[src/rtl/emr_pkg.sv]
package emr_pkg;

    localparam int unsigned NUM_W = 8;

    // Register numbers decoded by the core's special-register move path
    localparam logic [NUM_W-1:0] NUM_SP_MAIN   = 8'd8;
    localparam logic [NUM_W-1:0] NUM_SP_PROC   = 8'd9;
    localparam logic [NUM_W-1:0] NUM_IRQ_OFF   = 8'd16;
    localparam logic [NUM_W-1:0] NUM_FLOOR     = 8'd17;
    localparam logic [NUM_W-1:0] NUM_FLOOR_MAX = 8'd18;
    localparam logic [NUM_W-1:0] NUM_FAULT_OFF = 8'd19;
    localparam logic [NUM_W-1:0] NUM_CTRL      = 8'd20;

    // Bit of the control word that selects the process stack pointer
    localparam int unsigned CTRL_SP_BIT = 1;

    typedef struct packed {
        logic sp_main;
        logic sp_proc;
        logic irq_off;
        logic floor;
        logic floor_max;
        logic fault_off;
        logic ctrl;
    } sel_t;

endpackage

[src/rtl/emr_decode.sv]
module emr_decode
    import emr_pkg::*;
(
    input  logic [NUM_W-1:0] num,
    output sel_t             sel,
    output logic             hit
);

    always_comb begin
        sel           = '0;
        sel.sp_main   = (num == NUM_SP_MAIN);
        sel.sp_proc   = (num == NUM_SP_PROC);
        sel.irq_off   = (num == NUM_IRQ_OFF);
        sel.floor     = (num == NUM_FLOOR);
        sel.floor_max = (num == NUM_FLOOR_MAX);
        sel.fault_off = (num == NUM_FAULT_OFF);
        sel.ctrl      = (num == NUM_CTRL);
        hit           = |sel;
    end

endmodule

[src/rtl/emr_prio_rule.sv]
module emr_prio_rule #(
    parameter int unsigned DATA_W = 32,
    parameter int unsigned PRIO_W = 8
) (
    input  logic [PRIO_W-1:0] cur,
    input  logic [DATA_W-1:0] wdata,
    input  logic              wr_plain,
    input  logic              wr_raise,
    output logic [PRIO_W-1:0] nxt
);

    logic [PRIO_W-1:0] val;
    logic              val_nz;
    logic              cur_zero;
    logic              tighter;

    always_comb begin
        val      = wdata[PRIO_W-1:0];
        val_nz   = |val;
        cur_zero = ~|cur;
        tighter  = (val < cur);
        nxt      = cur;
        if (wr_plain) begin
            nxt = val;
        end else if (wr_raise && val_nz && (cur_zero || tighter)) begin
            nxt = val;
        end
    end

endmodule

[src/rtl/emr_sp_bank.sv]
module emr_sp_bank #(
    parameter int unsigned DATA_W = 32
) (
    input  logic [DATA_W-1:0] act_q,
    input  logic [DATA_W-1:0] oth_q,
    input  logic              proc_sel_q,
    input  logic              ctrl_wr,
    input  logic              proc_sel_new,
    input  logic              wr_main,
    input  logic              wr_proc,
    input  logic [DATA_W-1:0] wdata,
    output logic [DATA_W-1:0] act_d,
    output logic [DATA_W-1:0] oth_d,
    output logic [DATA_W-1:0] main_val,
    output logic [DATA_W-1:0] proc_val
);

    logic swap;

    always_comb begin
        main_val = proc_sel_q ? oth_q : act_q;
        proc_val = proc_sel_q ? act_q : oth_q;
        swap     = ctrl_wr && (proc_sel_new != proc_sel_q);
        act_d    = act_q;
        oth_d    = oth_q;
        if (swap) begin
            act_d = oth_q;
            oth_d = act_q;
        end else if (wr_main) begin
            if (proc_sel_q) oth_d = wdata;
            else            act_d = wdata;
        end else if (wr_proc) begin
            if (proc_sel_q) act_d = wdata;
            else            oth_d = wdata;
        end
    end

endmodule

[src/rtl/emr_regfile.sv]
module emr_regfile
    import emr_pkg::*;
#(
    parameter int unsigned DATA_W = 32,
    parameter int unsigned PRIO_W = 8,
    parameter int unsigned CTRL_W = 2
) (
    input  logic              clk,
    input  logic              rst_n,
    input  logic [7:0]        rd_num,
    output logic [DATA_W-1:0] rd_data,
    input  logic              wr_en,
    input  logic [7:0]        wr_num,
    input  logic [DATA_W-1:0] wr_data,
    output logic              irq_disable_o,
    output logic              fault_disable_o,
    output logic [PRIO_W-1:0] prio_floor_o,
    output logic [CTRL_W-1:0] ctrl_o,
    output logic [DATA_W-1:0] sp_active_o
);

    localparam int unsigned PRIO_PAD = DATA_W - PRIO_W;
    localparam int unsigned CTRL_PAD = DATA_W - CTRL_W;

    typedef struct packed {
        logic              irq_off;
        logic              fault_off;
        logic [PRIO_W-1:0] floor;
        logic [CTRL_W-1:0] ctrl;
        logic [DATA_W-1:0] sp_act;
        logic [DATA_W-1:0] sp_oth;
    } state_t;

    state_t st_q, st_d;

    sel_t rsel, wsel;
    logic rhit, whit;

    emr_decode u_rd_dec (.num(rd_num), .sel(rsel), .hit(rhit));
    emr_decode u_wr_dec (.num(wr_num), .sel(wsel), .hit(whit));

    logic [PRIO_W-1:0] floor_nxt;

    emr_prio_rule #(.DATA_W(DATA_W), .PRIO_W(PRIO_W)) u_prio (
        .cur      (st_q.floor),
        .wdata    (wr_data),
        .wr_plain (wr_en && wsel.floor),
        .wr_raise (wr_en && wsel.floor_max),
        .nxt      (floor_nxt)
    );

    logic [DATA_W-1:0] sp_act_nxt, sp_oth_nxt, sp_main_val, sp_proc_val;

    emr_sp_bank #(.DATA_W(DATA_W)) u_sp (
        .act_q        (st_q.sp_act),
        .oth_q        (st_q.sp_oth),
        .proc_sel_q   (st_q.ctrl[CTRL_SP_BIT]),
        .ctrl_wr      (wr_en && wsel.ctrl),
        .proc_sel_new (wr_data[CTRL_SP_BIT]),
        .wr_main      (wr_en && wsel.sp_main),
        .wr_proc      (wr_en && wsel.sp_proc),
        .wdata        (wr_data),
        .act_d        (sp_act_nxt),
        .oth_d        (sp_oth_nxt),
        .main_val     (sp_main_val),
        .proc_val     (sp_proc_val)
    );

    // Next-state process
    always_comb begin
        st_d        = st_q;
        st_d.floor  = floor_nxt;
        st_d.sp_act = sp_act_nxt;
        st_d.sp_oth = sp_oth_nxt;
        if (wr_en) begin
            if (wsel.irq_off)   st_d.irq_off   = wr_data[0];
            if (wsel.fault_off) st_d.fault_off = wr_data[0];
            if (wsel.ctrl)      st_d.ctrl      = wr_data[CTRL_W-1:0];
        end
    end

    // State register
    always_ff @(posedge clk or negedge rst_n) begin
        if (!rst_n) st_q <= '0;
        else        st_q <= st_d;
    end

    // Read port, combinational from the registered state
    always_comb begin
        rd_data = '0;
        if (rhit) begin
            unique case (1'b1)
                rsel.sp_main:                rd_data = sp_main_val;
                rsel.sp_proc:                rd_data = sp_proc_val;
                rsel.irq_off:                rd_data = {{(DATA_W-1){1'b0}}, st_q.irq_off};
                rsel.floor, rsel.floor_max:  rd_data = {{PRIO_PAD{1'b0}}, st_q.floor};
                rsel.fault_off:              rd_data = {{(DATA_W-1){1'b0}}, st_q.fault_off};
                rsel.ctrl:                   rd_data = {{CTRL_PAD{1'b0}}, st_q.ctrl};
                default:                     rd_data = '0;
            endcase
        end
    end

    assign irq_disable_o   = st_q.irq_off;
    assign fault_disable_o = st_q.fault_off;
    assign prio_floor_o    = st_q.floor;
    assign ctrl_o          = st_q.ctrl;
    assign sp_active_o     = st_q.sp_act;

endmodule

[config.mk]
export PLATFORM = sky130hd
export DESIGN_NAME = emr_regfile
export DESIGN_NICKNAME = d
export VERILOG_FILES = /design/src/rtl/emr_pkg.sv /design/src/rtl/emr_decode.sv /design/src/rtl/emr_prio_rule.sv /design/src/rtl/emr_sp_bank.sv /design/src/rtl/emr_regfile.sv
export SDC_FILE = /design/constraint.sdc
export NUM_CORES = 1
export LEC_CHECK = 0
export CORE_ASPECT_RATIO = 1.75
export CORE_MARGIN = 5
export CORE_UTILIZATION = 45
export DETAILED_ROUTE_END_ITERATION = 8
export HOLD_SLACK_MARGIN = 0.05
export PLACE_DENSITY = 0.88
export SLEW_MARGIN = 20
export SYNTH_ARGS = -nofsm -noshare
export SYNTH_HDL_FRONTEND = slang
export SYNTH_SLANG_ARGS = --single-unit
export TNS_END_PERCENT = 100
[constraint.sdc]
create_clock -name clk -period 1.9 [get_ports clk]
set_clock_uncertainty 0.05 [all_clocks]
set_input_delay 0.19 -clock clk [delete_from_list [all_inputs] [get_ports clk]]
set_output_delay 0.19 -clock clk [all_outputs]
set_load 0.05 [all_outputs]
Yosys cells after proc, flatten, opt, wreduce, memory -nomap -nowiden
Index checks and enable logic that the tools add are counted.
Widths: inputs -> output; s select.
{"block": "totals", "elab_cells": 61, "register_bits": 76, "inputBits": 51}
{"block": "op_classes", "n_mux": 14, "reduce_logical": 22, "order_cmp": 1, "eq_ne": 18}
{"op": "$mux 32", "count": 11}
{"op": "$pmux 32 s6", "count": 1}
{"op": "$eq 8x5->1 const B", "count": 10}
{"op": "$eq 8x4->1 const B", "count": 4}
{"op": "$mux 8", "count": 2}
{"op": "$reduce_or 8->1", "count": 2}
{"op": "$logic_and 1x1->1", "count": 8}
{"op": "$lt 8x8->1", "count": 1}
{"op": "$reduce_or 7->1", "count": 1}
{"op": "$ne 3x3->1 const B", "count": 2}
{"op": "$reduce_and 2->1", "count": 3}
{"op": "$reduce_and 3->1", "count": 2}
{"op": "$reduce_bool 3->1", "count": 2}
{"op": "$ne 3x1->1 const B", "count": 1}
{"op": "$reduce_bool 2->1", "count": 1}
{"op": "$reduce_or 2->1", "count": 1}
{"op": "$logic_not 1->1", "count": 1}
{"op": "$logic_or 1x1->1", "count": 1}
{"op": "$ne 1x1->1", "count": 1}

Depth between registers and ports, before layout
{"block": "depth", "depth_word": 6, "mapped_depth": 7, "ltp_nobuf": 7}

Cells and area by module
From an unflattened synthesis, not the netlist that was laid out.
{"block": "unflattened", "cells_unflattened": 811, "hier_area_um2": 7080.5}
{"module": "emr_sp_bank", "cells_per_inst": 525, "area_per_inst_um2": 3712.3, "instances": 1}
{"module": "emr_regfile", "cells_per_inst": 210, "area_per_inst_um2": 2810.2, "instances": 1}
{"module": "emr_prio_rule", "cells_per_inst": 40, "area_per_inst_um2": 332.8, "instances": 1}
{"module": "emr_decode", "cells_per_inst": 18, "area_per_inst_um2": 112.6, "instances": 2}

Least setup slack after synthesis
OpenSTA, ideal clock, no wires.
{"block": "synth_timing", "kind": "register to output", "startpoint": "reg st_q (netlist bit ctrl_o[1])", "endpoint": "out rd_data[0]", "stages_incl_launch_ff": 5, "slack_ns": -0.421, "t_required_ns": 1.660, "arrival_time_ns": 2.081, "n_path_buf": 1, "path_cell_list": "dfrtp_1 -> buf_2 -> xor2_1 -> mux2i_1 -> o21ai_0"}
{"block": "synth_between", "elab_chain_len": 3}
{"item": "start, declared", "line_no": "emr_regfile.sv:34", "text": "state_t st_q, st_d;"}
{"item": "start signal, assigned", "line_no": "emr_regfile.sv:85", "text": "else st_q <= st_d;"}
{"item": "$mux 32 (on tied branches)", "line_no": "emr_sp_bank.sv:22, emr_sp_bank.sv:21"}
{"item": "$pmux 32 s6 (*)", "line_no": "emr_regfile.sv:92", "text": "unique case (1'b1)"}
{"item": "$mux 32 (*)", "line_no": "emr_regfile.sv:91", "text": "if (rhit) begin"}
{"item": "end, declared", "line_no": "emr_regfile.sv:11", "text": "output logic [DATA_W-1:0] rd_data,"}
Mark *: on every way between the ends. The rest lies on a longest branch, timed or not.

Worst setup path in the final report
{"block": "layout_timing", "startpoint": "reg st_q (netlist bit ctrl_o[1])", "endpoint": "out rd_data[8]"}
Same word-level chain as after synthesis.

==> metrics.txt <==
status=complete, but fails checks; failing checks=negative setup slack; share of layout cells above drive strength 1=34.7%; register area share after synthesis=39.2%; Clock Sinks=76; Total Routing Usage GR=23.1%; commonest cells after routing, fill and taps aside=clkdlybuf4s50_1, dfrtp_1, a21oi_1, mux2i_1, nor2_1; Pre-antenna DRT Iters=5; top sig layer=met4; post-route ant nets=0; met3 wire len=963 um; pin count of the biggest net entering global routing=45; total grt overflow=0; die area=0.0130 mm2; fin crit period=2.07 ns; Mapped Area=0.00485 mm2; Layout Nets=708; Req. time, crit path=1.66 ns; Pins Over Slew Limit=0; WL met2=9710 um; final hold vios=0; Via-to-Cell Ratio=5.88; Layout Utilization=74.5%; Syn Area/Cell=9.41 um2; antenna cells=0; Power Density=669 mW/mm2; Core Rows=50; core box area=0.0106 mm2; vias after detailed routing=4618; chip width=88.5 um; CTS tree=done; top post-synthesis cells by area=dfrtp_1, mux2i_1, a21oi_1, buf_4, nand2_1; Synthesized Nets=574; wire per inst=21.5 um; leakage power=3.76 nW; Synth top area share=39.2%; layout overhead on the synthesized area=63.2%; Metal-1 WL=5570 um; flops & latches, synth=76; IO Count=127; final setup fails=41; Post-Route WL=16900 um; period utilisation layout=109%; CP Capture Type=primary output; hold_ws=0.292 ns; RSZ-0062 raised after global routing=yes; final setup margin=-0.165 ns; Worst-Margin Slew=0.548 ns; crit start category=flop; clk buf depth=2; leading area contributor after synthesis=dfrtp_1; first-pass GRT wire length=23400 um; number of global-route vias before repair=4707; CP arrival=1.83 ns; worst setup path class=reg -> out; HP Class=in -> async; Reg clk slew, reported paths=0.06 ns; Die Y=147 um; drc violations=0; RePlAce Congestion=0.945; crit path max fanout=12; Starting Density=45.6%; post-detail-place hpwl=10400 um; Port Buffers=126; CTS H-tree depth=3; Peak VDD IR=498 uV; synth warn=0; clock root buffer master=clkbuf_16; Fmax=484 MHz; Synth cell types=39; Mapped Cells=516; 1st-iter DRT viols=343; most common cell after layout, fill and taps aside=clkdlybuf4s50_1; Worst slew margin=63.4%; CTS Buf Count=9; Clock Latency Late Sink=0.33 ns; initial antenna violation count=0; max-cap viol count=0
worst max-delay path: stages, from the launching register on:
cell	delay, ns
dfrtp_2	0.41
buf_4	0.17
xnor2_4	0.18
buf_6	0.15
buf_16	0.15
nand2_1	0.10
a21oi_4	0.19
buf_12	0.15
path summary, 6_finish.rpt:
path / cells after the start / to / start / slack (ns)
max reg2reg: 7 / prio_floor_o[4] / prio_floor_o[1] / -0.14
max in group asynchronous: 3 / ctrl_o[1] / rst_n / 0.88
min reg2reg: 1 / ctrl_o[0] / ctrl_o[0] / 0.49
min in group clk: 5 / fault_disable_o / wr_num[6] / 0.40
max: 7 / rd_data[8] / ctrl_o[1] / -0.17
min: 2 / st_q[8] / rst_n / 0.29
Yosys cell counts (all sizes together):
library cell   n
buf           61
nand4b         3
nand4          1
xnor2          2
nand3b         5
a2111oi        1
o21ai         12
nand2b         2
ha             7
or3            1
mux2i         71
a41oi          1
xor2           3
nand2         65
o22ai          1
nor2          63
a21oi         92
nor4           5
o211ai         2
inv            7
clkbuf        10
nor3           5
nor4b          2
nor3b          4
mux2          14
dfrtp         76
cell type report:
class / count / area, um2
multi-input combinational: 362 / 3020
sequential: 76 / 1900
timing repair buffer: 194 / 2520
inverter: 7 / 26.3
fill: 676 / 2720
clock buffer: 9 / 225
tap: 130 / 163
clock inverter: 7 / 67.6
cells by family after synthesis:
family | share of synthesized area, %
xor+xnor | 1.06
compound gates | 12.4
simple gates | 15.2
buf+inv | 12.5
flops | 39.2
fa+ha+maj | 1.80
mux | 17.9
metal layers:
metal / GRT usage (%) / vias to the layer above
met5: 0 / -
met4: 9.68 / 0
met3: 4.24 / 53
met2: 43.6 / 231
met1: 24.0 / 2311
li1: - / 2023
power breakdown:
| group | internal (W) | total [W] | switching (W) |
|---|---|---|---|
| Clock | 0.00101 | 0.00170 | 0.000687 |
| Sequential | 0.00180 | 0.00202 | 0.000212 |
| Combinational | 0.000656 | 0.00159 | 0.000934 |
registers in the layout, indices dropped and copies added (netlist names):
register         count
irq_disable_o        1
ctrl_o               2
sp_active_o         32
prio_floor_o         8
fault_disable_o      1
st_q                32
per-stage QoR:
stage	instances	setup WS (ns)	setup TNS (ns)	area, um2	total power (W)
detailed placement	749	-0.393	-19.63	6910	0.00341
CTS	773	-0.137	-4.04	7490	0.00522
global placement	749	-0.308	-13.14	6910	0.00334
floorplan	516	-0.0645	-0.0645	5190	0.00292
finish	785	-0.165	-5.23	7920	0.00530
global route	785	-0.221	-8.16	7920	0.00551
timing repair:
action                     CTS  global route
hold endpoints to repair    32             0
setup endpoints to repair   42            67
pin swaps                   16            18
hold buffers                 1             0
gates cloned                 1            10
gates resized for setup     49            38
buffers inserted             6             2
(Power assumes the default switching activity.)
